`src/rtl/vidModePkg.sv`:
```
package vidModePkg;
  localparam int CW = 12;
  localparam int TW = CW + 2;
  localparam int MODE_BASE_BLK = 1;
  localparam int OFF_VALID = 8;

  typedef struct packed {
    logic [CW-1:0] hAct;
    logic [CW-1:0] hFront;
    logic [CW-1:0] hSync;
    logic [CW-1:0] hBack;
    logic [CW-1:0] vAct;
    logic [CW-1:0] vFront;
    logic [CW-1:0] vSync;
    logic [CW-1:0] vBack;
  } timing_t;

  typedef struct packed {
    logic load;
    logic start;
  } strobe_t;
endpackage

```
`src/rtl/vidModeBank.sv`:
```
module vidModeBank
  import vidModePkg::*;
#(
  parameter int NUM_MODES = 2,
  parameter int ADDR_W = 8,
  parameter int DATA_W = 32,
  parameter int IDX_W = 1
) (
  input  logic              clk,
  input  logic              rstN,
  input  logic              hostWe,
  input  logic [ADDR_W-1:0] hostAddr,
  input  logic [DATA_W-1:0] hostWdata,
  output logic [DATA_W-1:0] hostRdata,
  output timing_t           bankTim [NUM_MODES],
  output logic [NUM_MODES-1:0] bankValid,
  output logic              goBit,
  input  logic              running,
  input  logic              noMatch,
  input  logic              loaded,
  input  logic [IDX_W-1:0]  activeIdx
);
  localparam int BLK_W = ADDR_W - 4;

  logic unusedWdata;
  assign unusedWdata = ^hostWdata[DATA_W-1:CW];

  always_ff @(posedge clk) begin
    if (!rstN) goBit <= 1'b0;
    else if (hostWe && hostAddr == '0) goBit <= hostWdata[0];
  end

  for (genvar m = 0; m < NUM_MODES; m++) begin : g_mode
    logic hitBlk;
    assign hitBlk = hostWe && (hostAddr[ADDR_W-1:4] == BLK_W'(MODE_BASE_BLK + m));
    always_ff @(posedge clk) begin
      if (!rstN) begin
        bankTim[m]   <= '0;
        bankValid[m] <= 1'b0;
      end else if (hitBlk) begin
        case (hostAddr[3:0])
          4'd0: bankTim[m].hAct   <= hostWdata[CW-1:0];
          4'd1: bankTim[m].hFront <= hostWdata[CW-1:0];
          4'd2: bankTim[m].hSync  <= hostWdata[CW-1:0];
          4'd3: bankTim[m].hBack  <= hostWdata[CW-1:0];
          4'd4: bankTim[m].vAct   <= hostWdata[CW-1:0];
          4'd5: bankTim[m].vFront <= hostWdata[CW-1:0];
          4'd6: bankTim[m].vSync  <= hostWdata[CW-1:0];
          4'd7: bankTim[m].vBack  <= hostWdata[CW-1:0];
          4'(OFF_VALID): bankValid[m] <= hostWdata[0];
          default: ;
        endcase
      end
    end
  end

  always_comb begin
    hostRdata = '0;
    case (hostAddr)
      ADDR_W'(0): hostRdata[0] = goBit;
      ADDR_W'(1): hostRdata[1:0] = {noMatch, running};
      ADDR_W'(2): begin
        hostRdata[8] = loaded;
        hostRdata[IDX_W-1:0] = activeIdx;
      end
      default: hostRdata = '0;
    endcase
  end
endmodule

```
`src/rtl/vidModeCtrl.sv`:
```
module vidModeCtrl
  import vidModePkg::*;
#(
  parameter int NUM_MODES = 2,
  parameter int IDX_W = 1
) (
  input  logic              clk,
  input  logic              rstN,
  input  logic              pktValid,
  input  logic [4+2*CW-1:0] pktData,
  input  logic [CW-1:0]     bankW [NUM_MODES],
  input  logic [CW-1:0]     bankH [NUM_MODES],
  input  logic [NUM_MODES-1:0] bankValid,
  input  logic              goBit,
  input  logic              frameEnd,
  output strobe_t           ctlStrobe,
  output logic [IDX_W-1:0]  pendIdx,
  output logic [IDX_W-1:0]  activeIdx,
  output logic              running,
  output logic              loaded,
  output logic              noMatch
);
  logic [3:0]      pktType;
  logic [CW-1:0]   pktW, pktH;
  logic            hit, search, pendFlag, stopNow;
  logic [IDX_W-1:0] hitIdx;

  assign pktType = pktData[4+2*CW-1 -: 4];
  assign pktW    = pktData[2*CW-1 -: CW];
  assign pktH    = pktData[CW-1:0];
  assign search  = pktValid && (pktType == 4'hF);

  always_comb begin
    hit = 1'b0;
    hitIdx = '0;
    for (int m = NUM_MODES - 1; m >= 0; m--) begin
      if (bankValid[m] && bankW[m] == pktW && bankH[m] == pktH) begin
        hit = 1'b1;
        hitIdx = IDX_W'(m);
      end
    end
  end

  assign ctlStrobe.load  = pendFlag && (!running || frameEnd);
  assign ctlStrobe.start = !running && goBit && loaded;
  assign stopNow         = running && frameEnd && !goBit;

  always_ff @(posedge clk) begin
    if (!rstN) begin
      pendFlag  <= 1'b0;
      pendIdx   <= '0;
      activeIdx <= '0;
      loaded    <= 1'b0;
      running   <= 1'b0;
      noMatch   <= 1'b0;
    end else begin
      if (ctlStrobe.load) begin
        pendFlag  <= 1'b0;
        activeIdx <= pendIdx;
        loaded    <= 1'b1;
      end
      if (search) begin
        if (hit) begin
          pendFlag <= 1'b1;
          pendIdx  <= hitIdx;
          noMatch  <= 1'b0;
        end else begin
          noMatch  <= 1'b1;
        end
      end
      if (ctlStrobe.start) running <= 1'b1;
      else if (stopNow)    running <= 1'b0;
    end
  end
endmodule

```
`src/rtl/vidModeRaster.sv`:
```
module vidModeRaster
  import vidModePkg::*;
#(
  parameter int NUM_MODES = 2,
  parameter int IDX_W = 1
) (
  input  logic             clk,
  input  logic             rstN,
  input  strobe_t          ctlStrobe,
  input  logic             running,
  input  timing_t          bankTim [NUM_MODES],
  input  logic [IDX_W-1:0] pendIdx,
  output logic             frameEnd,
  output logic             activeVideo,
  output logic             hSync,
  output logic             vSync
);
  timing_t       cur;
  logic [TW-1:0] hCnt, vCnt;
  logic [TW-1:0] hSyncBeg, hSyncEnd, hTot, vSyncBeg, vSyncEnd, vTot;
  logic          lastH, lastV;

  assign hSyncBeg = TW'(cur.hAct) + TW'(cur.hFront);
  assign hSyncEnd = hSyncBeg + TW'(cur.hSync);
  assign hTot     = hSyncEnd + TW'(cur.hBack);
  assign vSyncBeg = TW'(cur.vAct) + TW'(cur.vFront);
  assign vSyncEnd = vSyncBeg + TW'(cur.vSync);
  assign vTot     = vSyncEnd + TW'(cur.vBack);

  assign lastH    = (hCnt == hTot - 1'b1);
  assign lastV    = (vCnt == vTot - 1'b1);
  assign frameEnd = running && lastH && lastV;

  always_ff @(posedge clk) begin
    if (!rstN) cur <= '0;
    else if (ctlStrobe.load) cur <= bankTim[pendIdx];
  end

  always_ff @(posedge clk) begin
    if (!rstN || !running || ctlStrobe.start) begin
      hCnt <= '0;
      vCnt <= '0;
    end else if (lastH) begin
      hCnt <= '0;
      vCnt <= lastV ? '0 : vCnt + 1'b1;
    end else begin
      hCnt <= hCnt + 1'b1;
    end
  end

  assign activeVideo = running && hCnt < TW'(cur.hAct) && vCnt < TW'(cur.vAct);
  assign hSync = running && hCnt >= hSyncBeg && hCnt < hSyncEnd;
  assign vSync = running && vCnt >= vSyncBeg && vCnt < vSyncEnd;
endmodule

```
`src/rtl/vidModeSel.sv`:
```
module vidModeSel
  import vidModePkg::*;
#(
  parameter int NUM_MODES = 2,
  parameter int ADDR_W = 8,
  parameter int DATA_W = 32,
  localparam int IDX_W = (NUM_MODES > 1) ? $clog2(NUM_MODES) : 1
) (
  input  logic              clk,
  input  logic              rstN,
  input  logic              hostWe,
  input  logic [ADDR_W-1:0] hostAddr,
  input  logic [DATA_W-1:0] hostWdata,
  output logic [DATA_W-1:0] hostRdata,
  input  logic              pktValid,
  input  logic [4+2*CW-1:0] pktData,
  output logic              activeVideo,
  output logic              hSync,
  output logic              vSync
);
  timing_t             bankTim [NUM_MODES];
  logic [CW-1:0]       bankW [NUM_MODES];
  logic [CW-1:0]       bankH [NUM_MODES];
  logic [NUM_MODES-1:0] bankValid;
  logic                goBit, running, loaded, noMatch, frameEnd;
  logic [IDX_W-1:0]    pendIdx, activeIdx;
  strobe_t             ctlStrobe;

  for (genvar m = 0; m < NUM_MODES; m++) begin : g_dim
    assign bankW[m] = bankTim[m].hAct;
    assign bankH[m] = bankTim[m].vAct;
  end

  vidModeBank #(.NUM_MODES(NUM_MODES), .ADDR_W(ADDR_W), .DATA_W(DATA_W), .IDX_W(IDX_W)) uBank (
    .clk(clk), .rstN(rstN), .hostWe(hostWe), .hostAddr(hostAddr), .hostWdata(hostWdata),
    .hostRdata(hostRdata), .bankTim(bankTim), .bankValid(bankValid), .goBit(goBit),
    .running(running), .noMatch(noMatch), .loaded(loaded), .activeIdx(activeIdx));

  vidModeCtrl #(.NUM_MODES(NUM_MODES), .IDX_W(IDX_W)) uCtrl (
    .clk(clk), .rstN(rstN), .pktValid(pktValid), .pktData(pktData), .bankW(bankW),
    .bankH(bankH), .bankValid(bankValid), .goBit(goBit), .frameEnd(frameEnd),
    .ctlStrobe(ctlStrobe), .pendIdx(pendIdx), .activeIdx(activeIdx), .running(running),
    .loaded(loaded), .noMatch(noMatch));

  vidModeRaster #(.NUM_MODES(NUM_MODES), .IDX_W(IDX_W)) uRaster (
    .clk(clk), .rstN(rstN), .ctlStrobe(ctlStrobe), .running(running), .bankTim(bankTim),
    .pendIdx(pendIdx), .frameEnd(frameEnd), .activeVideo(activeVideo), .hSync(hSync),
    .vSync(vSync));
endmodule

```
`config.mk`:
```
export PLATFORM = sky130hd
export DESIGN_NAME = vidModeSel
export DESIGN_NICKNAME = d
export VERILOG_FILES = /design/src/rtl/vidModePkg.sv /design/src/rtl/vidModeBank.sv /design/src/rtl/vidModeCtrl.sv /design/src/rtl/vidModeRaster.sv /design/src/rtl/vidModeSel.sv
export SDC_FILE = /design/constraint.sdc
export NUM_CORES = 1
export LEC_CHECK = 0
export ABC_AREA = 1
export BUFFER_PORTS_ARGS = -buffer_cell sky130_fd_sc_hd__buf_2
export CAP_MARGIN = 20
export CORE_MARGIN = 3
export CORE_UTILIZATION = 52
export CTS_CLUSTER_DIAMETER = 60
export DETAILED_ROUTE_END_ITERATION = 10
export PLACE_DENSITY = 0.69
export SYNTH_ARGS = -nofsm -noshare
export SYNTH_HDL_FRONTEND = slang
export SYNTH_HIERARCHICAL = 1
export SYNTH_SLANG_ARGS = --single-unit
```
`constraint.sdc`:
```
create_clock -name clk -period 7.2 [get_ports clk]
set_input_delay 0.36 -clock clk [delete_from_list [all_inputs] [get_ports clk]]
set_output_delay 0.36 -clock clk [all_outputs]
set_load 0.02 [all_outputs]
```
Word-level counts from Yosys, hierarchy flattened. Cells that the tools add are included.

Memories kept: 0. Bits in latches: 0. Bits in writable memories: 0. Word-level logic and storage cells: 138. Bits in read-only memories: 0. Register bits after elaboration: 325.

Bitwise operators: 1. Shift-type cells: 0. Magnitude comparators: 7. Add/sub/neg operators: 10. Equality and inequality tests: 19. Multiplexer cells: 16. Div/mod/pow operators: 0. Reduce and logical (&&, ||, !) cells: 50. $mul: 0.

Operators by type and width (count): 96-bit two-way mux (3); 14-bit by 12-bit adder with 14-bit output (4); 12-bit equality test (4); 2-bit AND reduction (19); 14-bit by 1-bit adder with 14-bit output (second input constant) (2); 14-bit equality test (2); 14-bit >= comparator (2); 14-bit by 12-bit < comparator with 1-bit output (2); 14-bit < comparator (2); 14-bit by 1-bit subtractor with 14-bit output (second input constant) (2); 12-bit by 12-bit adder with 13-bit output (2); 1-bit logical AND (21); 4-bit by 3-bit equality test with 1-bit output (second input constant) (4); 14-bit two-way mux (1); 4-bit by 2-bit equality test with 1-bit output (second input constant) (3); 1-bit two-way mux (11); 4-bit by 1-bit equality test with 1-bit output (second input constant) (2); 4-bit equality test (second input constant) (2); 8-bit by 1-bit equality test with 1-bit output (second input constant) (1); 8-bit by 2-bit equality test with 1-bit output (second input constant) (1); 8-bit logical NOT (1); 4-bit logical NOT (1); 1-bit logical NOT (3); 1-bit logical OR (3); 5 further kinds (5).

Logic depth before layout (Yosys ltp).
Word-level depth: 12. Mapped depth: 39.

Modules after synthesis. The synthesis kept the hierarchy.

By module, submodules not included: vidModeRaster (area each 11907.7 um^2, instances 1, seq. area each 2482.4 um^2, cells an instance 1810); vidModeBank (area each 8121.5 um^2, instances 1, seq. area each 3903.7 um^2, cells an instance 1172); vidModeCtrl (area each 1087.3 um^2, instances 1, seq. area each 120.1 um^2, cells an instance 236).

Worst setup path after synthesis. Ideal clock, no wire load.

Path type: flip-flop to flip-flop. Start point: reg uRaster/cur[84] (netlist name). End point: reg uRaster/cur[0] (netlist name). Setup time: 0.116 ns. Data arrival time: 5.406 ns. Path slack: 1.678 ns. Cell stages (with the launch flop): 38. Buffers on the path: 3. Data required time: 7.084 ns. Period minus slack after synthesis: 5.522 ns. Path through: dfxtp_1 -> ha_1 -> inv_1 -> fa_1 -> inv_1 -> nand2_1 -> a21oi_4 -> nand2_1 -> nand3_1 -> xor2_1 -> inv_1 -> ha_1 -> nand2_1 -> nor2_1 -> nand3_1 -> nand3_2 -> nand3_1 -> nand2_1 -> [2 not listed] -> ha_1 -> nand2_1 -> nor2_1 -> a211oi_1 -> nand3b_1 -> nand2_1 -> nand2_1 -> nor3_1 -> nand3_1 -> buf_2 -> nor3_1 -> nor2_1 -> nor2_1 -> clkbuf_1 -> clkbuf_1 -> nand3_1 -> o211ai_1 -> inv_1.

RTL lines: start, declared (line vidModeRaster.sv:18) `timing_t cur;`; start signal, assigned (line vidModeRaster.sv:36) `else if (ctlStrobe.load) cur <= bankTim[pendIdx];`.

==> impl_metrics.csv <==
group,metric,value,unit
sta,min_period_over_period,87.3,%
drt,wl,61300,um
cts,cts_tree,"yes",
synth,yosys_register_bits,325,
setup_path,ff2ff_setup_slack,0.92,ns
synth,synth-seq-area-share,30.8,%
placement,io_buffers,57,
setup_path,critPathRequiredTime,7.66,ns
floorplanning,io_pins,107,
drt,first_iter_violations,1722,
placement,place_congestion,0.925,
sta,maxSlewViolCount,0,
setup_path,slowest_delay,0.45,ns
sta,worst_pin_slew,1.13,ns
sta,setup_viol_count_final,0,
finish,final_core_util,57.0,%
drt,drc,0,
finish,drive_gt1_share,6.26,%
global_routing,grt_max_degree,126,
synth,async_flop_share,0,%
synth,synthCells,3218,
synth,synth_ff_type,"dfxtp_1",
floorplanning,num_rows,73,
sta,hold_viol,0,
cts,clk_pin_slew,0.06,ns
global_routing,grt_use_total,27.4,%
floorplanning,start_util,52.9,%
cts,cts_setup_buffers,0,
drt,firstDrtPassIters,5,
global_routing,gr-total-overflow,0,
setup_path,worstPathMaxFanout,82,
cts,clkSinkCount,325,
setup_path,end_kind,"register",
cts,hold_buffers,0,
drt,via_per_inst,5.39,
sta,min_period,6.28,ns
synth,yosysUniqueCellTypes,55,
global_routing,grt_pass1_vias,18438,
drt,postRouteAntennaNets,0,
job,max_cap_violations,0,
cts,h-tree-depth,2,
floorplanning,core,39900,sq um
finish,final_common_cell,"nand2_1",
power,power_density,175,nW/um^2
sta,max_freq,159,MHz
setup_path,slowest_stage,"dfxtp_1",
sta,setup_tns,0,ns
setup_path,cp-start-kind,"register",
floorplanning,dieArea,43100,sq um
placement,dp_hpwl,41800,um
finish,antenna_cells,0,
sta,rsz0062_at_grt,"false",
drt,via_count,20135,
synth,ys_warn_count,6,
drt,wl_per_cell,16.4,um
global_routing,antenna_found_initial,0,
min_path,hp-class,"primary input to register",
finish,synthToLayoutAreaGrowth,7.77,%
outcome,outcome,"complete, no violations",
cts,clk_latency,0.57,ns
sta,relSlewSlack,24.4,%
power,p_leak,0.0107,uW
setup_path,path_common_cell,"nand2_1",
placement,dp.cells,3666,
synth,synth_edf_count,0,
finish,nets,3426,
cts,clockRootBuffer,"clkbuf_16",
floorplanning,die_h,208,um
synth,netlist_area,21100,sq um
cts,cts_resized,0,
floorplanning,die_w,208,um
power,power,3980,uW
finish,layout_common_cells,"nand2_1 (776), nor2_1 (540), inv_1 (395)",
setup_path,timing_worst_setup_path_type,"register to register",
cts,numCtsBuffers,38,
setup_path,crit_arrival,6.75,ns
finish,instances_no_fill,3737,
power,irDropWorstVdd,0.177,mV
sta,timing.hold.ws,0.189,ns
cts,max-clock-path-buffers,3,
global_routing,grt_pass1_wl,97000,um
synth,synth_area_per_cell,6.56,sq um
sta,fin_skew,0.0195,ns
[layout make-up]
cell class / count / area (sq um)
clock buffer: 55 / 1140
clock inverter: 15 / 169
timing repair buffer: 70 / 437
multi-input combinational: 2343 / 12300
inverter: 404 / 1520
tap: 525 / 657
fill: 3829 / 17200
sequential: 325 / 6510
[state kept, by name, summed over array words and instances (netlist names)]
register	cells
uBank/bankTim	192
uBank/bankValid	2
uBank/goBit	1
uCtrl/activeIdx	1
uCtrl/loaded	1
uCtrl/noMatch	1
uCtrl/pendFlag	1
uCtrl/pendIdx	1
uCtrl/running	1
uRaster/cur	96
uRaster/hCnt	14
uRaster/vCnt	14
[synth_stat cells, types with 3 or more instances]
cell type  count  share of area (%)
o21ai_1        4              0.095
a21oi_1       85                2.0
nand3b_1       6               0.21
nand3_2        5               0.24
nor2_2        11               0.33
buf_2         30               0.71
nand4_1       22               0.65
xnor2_1       32                1.3
inv_2          7               0.12
xor2_1        56                2.3
o21bai_1       8               0.28
nor4_1         3              0.089
a211oi_1       3               0.11
nor2_1       542                9.6
buf_4         43                1.5
nand2_1      776                 14
fa_1           6               0.57
buf_1         27               0.48
a21o_1         4               0.14
or2_2          4               0.12
o21ai_0       28               0.66
nor2_4         7               0.37
clkbuf_1      71                1.3
a21oi_2        4               0.17
o211ai_1      99                3.5
a31oi_1        4               0.12
nand3_1      375                8.9
ha_1         166                9.8
o221a_2        4               0.21
nor3_1        28               0.66
inv_1        395                7.0
nand2_2        9               0.27
dfxtp_1      325                 31
[worst paths after layout]
kind / startpoint / to / cells after the start
max: uRaster/cur[84] / uRaster/cur[37] / 37
min: hostWe / uBank/goBit / 3
max reg2reg: uRaster/cur[84] / uRaster/cur[37] / 37
min reg2reg: uBank/bankTim[64] / uBank/bankTim[64] / 2
[routing by layer]
| layer | up-vias | wire length, um | part of all wire [%] | GRT usage, % |
|---|---|---|---|---|
| met5 | - | 0 | 0 | 0 |
| met4 | 0 | 1850 | 3.0 | 9.41 |
| met3 | 106 | 5010 | 8.2 | 4.88 |
| met2 | 696 | 26700 | 44 | 43.1 |
| met1 | 9234 | 27700 | 45 | 38.1 |
| li1 | 10099 | - | - | - |
[report_power, final]
part | total (uW) | internal, uW | switching [uW] | leakage (uW)
registers | 1800 | 1800 | 1.66 | 0.00262
clock network | 2000 | 1180 | 822 | 0.000644
logic | 177 | 39.5 | 137 | 0.00747
total | 3980 | 3020 | 961 | 0.0107
[per-stage QoR]
step                      setup WS (ns)  cell area, sq um
after floorplan                    1.68             21200
after global placement             1.02             21400
after detailed placement          0.920             21400
after CTS                         0.900             22700
after global routing              0.322             22800
final                             0.916             22800
[worst max-delay path: cells and delay by family, from the launching register on]
kind	cells	cell delay (ns)
xor+xnor	3	0.72
flops	1	0.45
buf+inv	7	0.98
fa+ha+maj	4	1.21
simple gates	20	2.25
compound gates	3	0.55
[logic make-up after synthesis]
group,share of synthesized area [%]
xor gates and xnor gates,3.73
and+or+nand+nor,35.8
AOI/OAI and AO/OA,7.86
other,0.0178
adders and majority gates,10.4
buffers and inverters,11.4
DFF,30.8
Power figures use the tool's default switching activity.
